### config.mk
export PLATFORM = sky130hd
export DESIGN_NAME = bcd_rtc
export DESIGN_NICKNAME = d
export VERILOG_FILES = /design/src/rtl/rtc_pkg.sv /design/src/rtl/rtc_ctrl.sv /design/src/rtl/rtc_datapath.sv /design/src/rtl/bcd_rtc.sv
export SDC_FILE = /design/constraint.sdc
export NUM_CORES = 1
export LEC_CHECK = 0
export BUFFER_PORTS_ARGS = -buffer_cell sky130_fd_sc_hd__buf_2
export CAP_MARGIN = 20
export CORE_UTILIZATION = 30
export DETAILED_ROUTE_END_ITERATION = 7
export GPL_ROUTABILITY_DRIVEN = 0
export PLACE_DENSITY = 0.55
export SLEW_MARGIN = 40
export SYNTH_ARGS = -nofsm -noshare
export SYNTH_HDL_FRONTEND = slang
export SYNTH_SLANG_ARGS = --single-unit
### constraint.sdc
create_clock -name clk -period 3.9 [get_ports clk]
set_input_delay 0.39 -clock clk [delete_from_list [all_inputs] [get_ports clk]]
set_output_delay 0.39 -clock clk [all_outputs]
set_load 0.01 [all_outputs]
### src/rtl/rtc_pkg.sv
package rtc_pkg;
  localparam int FIELD_N = 7;
  localparam int BCD_W = 8;

  localparam int IDX_SEC  = 0;
  localparam int IDX_MIN  = 1;
  localparam int IDX_HOUR = 2;
  localparam int IDX_DAY  = 3;
  localparam int IDX_MON  = 4;
  localparam int IDX_YEAR = 5;
  localparam int IDX_WDAY = 6;

  typedef struct packed {
    logic [FIELD_N-1:0] fieldWr;
    logic [BCD_W-1:0]   wrValue;
    logic               step;
    logic               snap;
  } strobes_t;

  function automatic logic [BCD_W-1:0] bcdNext(input logic [BCD_W-1:0] v);
    if (v[3:0] >= 4'd9) return {v[7:4] + 4'd1, 4'd0};
    else                return {v[7:4], v[3:0] + 4'd1};
  endfunction

  function automatic logic [BCD_W-1:0] fieldFirst(input int i);
    return (i == IDX_DAY || i == IDX_MON) ? 8'h01 : 8'h00;
  endfunction

  function automatic logic [BCD_W-1:0] fieldLastFixed(input int i);
    case (i)
      IDX_SEC, IDX_MIN: return 8'h59;
      IDX_HOUR:         return 8'h23;
      IDX_MON:          return 8'h12;
      IDX_YEAR:         return 8'h99;
      IDX_WDAY:         return 8'h06;
      default:          return 8'h31;
    endcase
  endfunction

  function automatic logic [BCD_W-1:0] monthLast(input logic [BCD_W-1:0] mon,
                                                 input logic [BCD_W-1:0] yr);
    logic [1:0] rem;
    rem = yr[1:0] + {yr[4], 1'b0};
    case (mon)
      8'h02:                      return (rem == 2'd0) ? 8'h29 : 8'h28;
      8'h04, 8'h06, 8'h09, 8'h11: return 8'h30;
      default:                    return 8'h31;
    endcase
  endfunction
endpackage

### src/rtl/rtc_ctrl.sv
module rtc_ctrl
  import rtc_pkg::*;
#(
  parameter int ADDR_W      = 5,
  parameter int CTRL_ADDR   = 8,
  parameter int STATUS_ADDR = 9
) (
  input  logic                     clk,
  input  logic                     rstN,
  input  logic                     tick,
  input  logic [ADDR_W-1:0]        addr,
  input  logic [BCD_W-1:0]         wrData,
  input  logic                     wrEn,
  input  logic [FIELD_N*BCD_W-1:0] shadowFlat,
  output strobes_t                 strobes,
  output logic                     runBit,
  output logic [BCD_W-1:0]         rdData
);
  logic runQ, roundQ, modeQ, snapQ;
  logic [FIELD_N-1:0] hit;
  logic ctrlWr;
  logic unusedBits;

  for (genvar gi = 0; gi < FIELD_N; gi++) begin : g_hit
    assign hit[gi] = wrEn && (addr == ADDR_W'(gi));
  end

  assign ctrlWr = wrEn && (addr == ADDR_W'(CTRL_ADDR));
  assign unusedBits = ^{wrData[7], wrData[5:4], wrData[2]};

  always_ff @(posedge clk) begin
    if (!rstN) begin
      runQ   <= 1'b0;
      roundQ <= 1'b0;
      modeQ  <= 1'b0;
      snapQ  <= 1'b0;
    end else if (ctrlWr) begin
      runQ   <= wrData[0];
      roundQ <= wrData[1];
      modeQ  <= wrData[3];
      snapQ  <= wrData[6];
    end else begin
      snapQ  <= 1'b0;
    end
  end

  always_comb begin
    strobes.fieldWr = hit;
    strobes.wrValue = wrData;
    strobes.step    = tick && runQ && !(|hit);
    strobes.snap    = snapQ;
  end

  assign runBit = runQ;

  always_comb begin
    rdData = '0;
    for (int i = 0; i < FIELD_N; i++) begin
      if (addr == ADDR_W'(i)) rdData = shadowFlat[i*BCD_W +: BCD_W];
    end
    if (addr == ADDR_W'(CTRL_ADDR))
      rdData = {1'b0, snapQ, 2'b00, modeQ, 1'b0, roundQ, runQ};
    if (addr == ADDR_W'(STATUS_ADDR))
      rdData = {6'd0, runQ, 1'b0};
  end
endmodule

### src/rtl/rtc_datapath.sv
module rtc_datapath
  import rtc_pkg::*;
(
  input  logic                     clk,
  input  logic                     rstN,
  input  strobes_t                 strobes,
  output logic [FIELD_N*BCD_W-1:0] liveFlat,
  output logic [FIELD_N*BCD_W-1:0] shadowFlat
);
  logic [BCD_W-1:0] liveQ   [FIELD_N];
  logic [BCD_W-1:0] shadowQ [FIELD_N];
  logic [BCD_W-1:0] lastV   [FIELD_N];
  logic [BCD_W-1:0] nextV   [FIELD_N];
  logic [FIELD_N-1:0] atEnd;
  logic [FIELD_N-1:0] adv;

  always_comb begin
    for (int i = 0; i < FIELD_N; i++) lastV[i] = fieldLastFixed(i);
    lastV[IDX_DAY] = monthLast(liveQ[IDX_MON], liveQ[IDX_YEAR]);
  end

  always_comb begin
    adv = '0;
    adv[IDX_SEC] = strobes.step;
    for (int i = 1; i <= IDX_YEAR; i++) adv[i] = adv[i-1] && atEnd[i-1];
    adv[IDX_WDAY] = adv[IDX_DAY];
  end

  for (genvar gi = 0; gi < FIELD_N; gi++) begin : g_field
    assign atEnd[gi] = liveQ[gi] >= lastV[gi];
    assign nextV[gi] = atEnd[gi] ? fieldFirst(gi) : bcdNext(liveQ[gi]);

    always_ff @(posedge clk) begin
      if (!rstN) begin
        liveQ[gi]   <= fieldFirst(gi);
        shadowQ[gi] <= fieldFirst(gi);
      end else begin
        if (strobes.fieldWr[gi])  liveQ[gi] <= strobes.wrValue;
        else if (adv[gi])         liveQ[gi] <= nextV[gi];
        if (strobes.snap)         shadowQ[gi] <= liveQ[gi];
      end
    end

    assign liveFlat[gi*BCD_W +: BCD_W]   = liveQ[gi];
    assign shadowFlat[gi*BCD_W +: BCD_W] = shadowQ[gi];
  end
endmodule

### src/rtl/bcd_rtc.sv
module bcd_rtc
  import rtc_pkg::*;
#(
  parameter int ADDR_W      = 5,
  parameter int CTRL_ADDR   = 8,
  parameter int STATUS_ADDR = 9
) (
  input  logic              clk,
  input  logic              rstN,
  input  logic              tick,
  input  logic [ADDR_W-1:0] addr,
  input  logic [7:0]        wrData,
  input  logic              wrEn,
  output logic [7:0]        rdData
);
  strobes_t strobes;
  logic runBit;
  logic [FIELD_N*BCD_W-1:0] liveFlat;
  logic [FIELD_N*BCD_W-1:0] shadowFlat;

  rtc_ctrl #(
    .ADDR_W(ADDR_W), .CTRL_ADDR(CTRL_ADDR), .STATUS_ADDR(STATUS_ADDR)
  ) ctrl (
    .clk(clk), .rstN(rstN), .tick(tick), .addr(addr), .wrData(wrData),
    .wrEn(wrEn), .shadowFlat(shadowFlat), .strobes(strobes),
    .runBit(runBit), .rdData(rdData)
  );

  rtc_datapath dp (
    .clk(clk), .rstN(rstN), .strobes(strobes),
    .liveFlat(liveFlat), .shadowFlat(shadowFlat)
  );
endmodule

==> key figures <==
CTS
  – TritonCTS buffer count: 17
  – Clock Sinks: 116
  – Root Buffer: clkbuf_16
  – CTS max path bufs: 2
  – CTS tree: done
  – Clk Latency, worst-skew pair: 0.42 ns
  – H-tree depth: 4
  – Hold Buf Count CTS: 0
  – Clock slew at reported path FFs: roughly 0.060 ns
  – Number of post-CTS setup repair buffers: 0
  – Resize count post-CTS: 0

Synthesis
  – Post-synthesis async set-or-reset flop share: 0
  – Main synth FF type: edfxtp_1
  – Syn. warnings: 0
  – Register area share after synthesis: 0.505
  – Syn Nets: between 600 and 700
  – EDFF count, synth: between 100 and 150
  – #FFs+latches synth: 116
  – Count of cell types in the netlist: 69
  – Avg Cell Area, Syn: 10.8 µm²
  – Synth Cell Area: 6820 µm²
  – Synth Instances: 629

Global route
  – Gr usage total: 0.167
  – GRT met1 Usage: 0.229
  – Gr busiest metal: met2
  – Number of global-route vias before repair: 4898
  – Initial antenna violation count: 0
  – First-pass GRT wire length: 28900 µm
  – Met2 usage: 0.254
  – Total gr overflow: 0
  – Largest net degree at the start of global routing: 59
  – Met3 usage: 0.0388

STA
  – Maximum clock frequency: 0.294 GHz
  – Worst setup margin: 0.497 ns
  – RSZ-0062 raised after global routing: no
  – Clk_skew: 0.00600 ns
  – Worst Tran Pin Value: 0.788 ns
  – Max-slew headroom: 0.470
  – Final-report setup violation count: 0
  – Setup TNS: 0 ns
  – Final Hold Vio Count: 0
  – Slew Limit Fails: 0
  – Fin crit period: 3.40 ns
  – Final worst path period share: 0.873

Setup path
  – Required time worst endpoint: 4.05 ns
  – CP Max Fanout: 7
  – Critical Path AT: 3.55 ns
  – CP Class: reg -> reg
  – CP startpoint kind: register
  – Crit end category: register

Route
  – Via count: 4994
  – Routed Antenna Nets: 0
  – DRC viols: 0
  – DR vias/cell: 5.34
  – Post-DR wirelength/cell: 20.1 µm
  – Final WL: between 15000 and 20000 µm
  – Starting DRT DRC Count: roughly 430
  – First drt pass iteration count: 7

Finish
  – Syn-to-layout area delta: 14.4%
  – Multi-input logic area: slightly above 3000 µm²
  – Nets: 702
  – Commonest non-fill, non-tap cell in the layout: edfxtp_1
  – # fillers: 2153
  – Antenna diode count: 0
  – Reg area: 3440 µm²
  – Most frequent cells in the layout: edfxtp_1, nand2_1, and3_1
  – Share of layout cells above drive strength 1: 0.137

Min path
  – HP Class: in -> reg

Die
  – Row count: 54
  – Ports: 25
  – Die area: 23400 µm²
  – Core ar.: 22100 µm²
  – Chip Height: between 150 and 200 µm
  – Die Width: 153 µm
  – Initial Utilization: 0.309

Placement
  – PortBufs: 24
  – Dpl hpwl: between 10000 and 15000 µm
  – Place WS: around 0.51 ns

Run status
  – Status: completed

Pwr
  – Pwr dens: between 400 and 500 nW/µm²
  – Leakage: 3.05 nW
  – Worst VDD drop: 0.320 mV

Run
  – Max-cap viol count: 0
==> worst max-delay path, stage by stage, from the launching register on <==
cell,delay [ns]
edfxtp_1,0.45
inv_1,0.16
ha_1,0.21
o211ai_1,0.11
a21oi_1,0.16
a31oi_1,0.05
nor3_1,0.20
a21oi_1,0.11
ha_1,0.28
nor4b_1,0.35
o221ai_1,0.30
nand3b_1,0.18
or3_1,0.39
o21ai_0,0.17
==> cell usage after synthesis, types with 4 or more instances <==
library cell  number  share of area
a31oi_1           10         0.0092
dfxtp_1            4          0.012
xor2_1            10          0.013
o31ai_2            4         0.0073
mux2i_1            4         0.0059
nor3_1             8         0.0059
mux2_2             5         0.0083
o31ai_1            9         0.0099
nand3_1           31          0.023
inv_1             33          0.018
a22o_1             5         0.0064
nor2b_1            8         0.0073
a21oi_1           12         0.0088
o21ai_0           39          0.029
edfxtp_1         112           0.49
buf_2              6         0.0044
and3_1            56          0.051
nand4_1            4         0.0037
ha_1              42          0.077
and2_1             8         0.0073
xnor2_1           12          0.015
or3_1              4         0.0037
clkbuf_1          22          0.012
o41ai_1            4         0.0051
nor2_1            28          0.015
nand2_1           68          0.037
nand2b_1           6         0.0055
==> through the flow <==
stage / area, µm² / hold slack, ns / instances / power (mW) / util
6_report: 7810 / 0.341 / 936 / 3.40 / 0.353
5_1_grt: 7810 / 0.340 / 936 / 3.50 / 0.353
4_1_cts: 7810 / 0.319 / 936 / 3.41 / 0.353
3_5_place_dp: 7170 / 0.490 / 904 / 1.72 / 0.325
3_3_place_gp: 7170 / 0.488 / 904 / 1.72 / 0.324
2_1_floorplan: 6820 / 0.464 / 629 / 1.62 / -
==> registers in the layout (all words and copies together), names as in the netlist <==
signal	count
ctrl.snapQ	1
dp.shadowQ	56
ctrl.roundQ	1
dp.liveQ	56
ctrl.runBit	1
ctrl.modeQ	1
==> worst paths after layout <==
path                                     start        endpoint  slack (ns)  cells past startpoint
worst min-delay path                      wrEn      ctrl.snapQ        0.34                      3
worst max-delay path            dp.liveQ[2][0]  dp.liveQ[2][9]        0.50                     13
worst min register to register     ctrl.roundQ     ctrl.roundQ        0.50                      2
worst max register to register  dp.liveQ[2][0]  dp.liveQ[2][9]        0.50                     13
==> logic make-up after synthesis <==
logic type | after synthesis | share of synthesized area
compound gates | 121 | 0.126
xor+xnor | 22 | 0.0282
fa+ha+maj | 42 | 0.0770
buf+inv | 67 | 0.0418
flops | 116 | 0.505
mux | 13 | 0.0279
simple gates | 248 | 0.195
==> cell type report <==
type | count | share of cell area
clock inverters | 10 | 0.0231
flip-flops and latches | 116 | 0.441
repair buffers | 28 | 0.0192
well taps | 280 | 0.0449
inverters | 34 | 0.0163
clock buffers | 22 | 0.0582
multi-input cells | 446 | 0.397
==> where the power goes <==
part,switching (mW),internal [mW],total (mW)
combinational,0.161,0.0762,0.237
sequential,0.0448,1.41,1.46
clock,0.560,1.15,1.71
total,0.766,2.63,3.40
==> metal layers <==
layer | share of wire | up-vias
li1 | - | 2365
met1 | 0.47 | 2443
met2 | 0.45 | 156
met3 | 0.056 | 30
met4 | 0.022 | 0
met5 | 0 | -
Note: power is estimated with default switching activity, not from simulation.
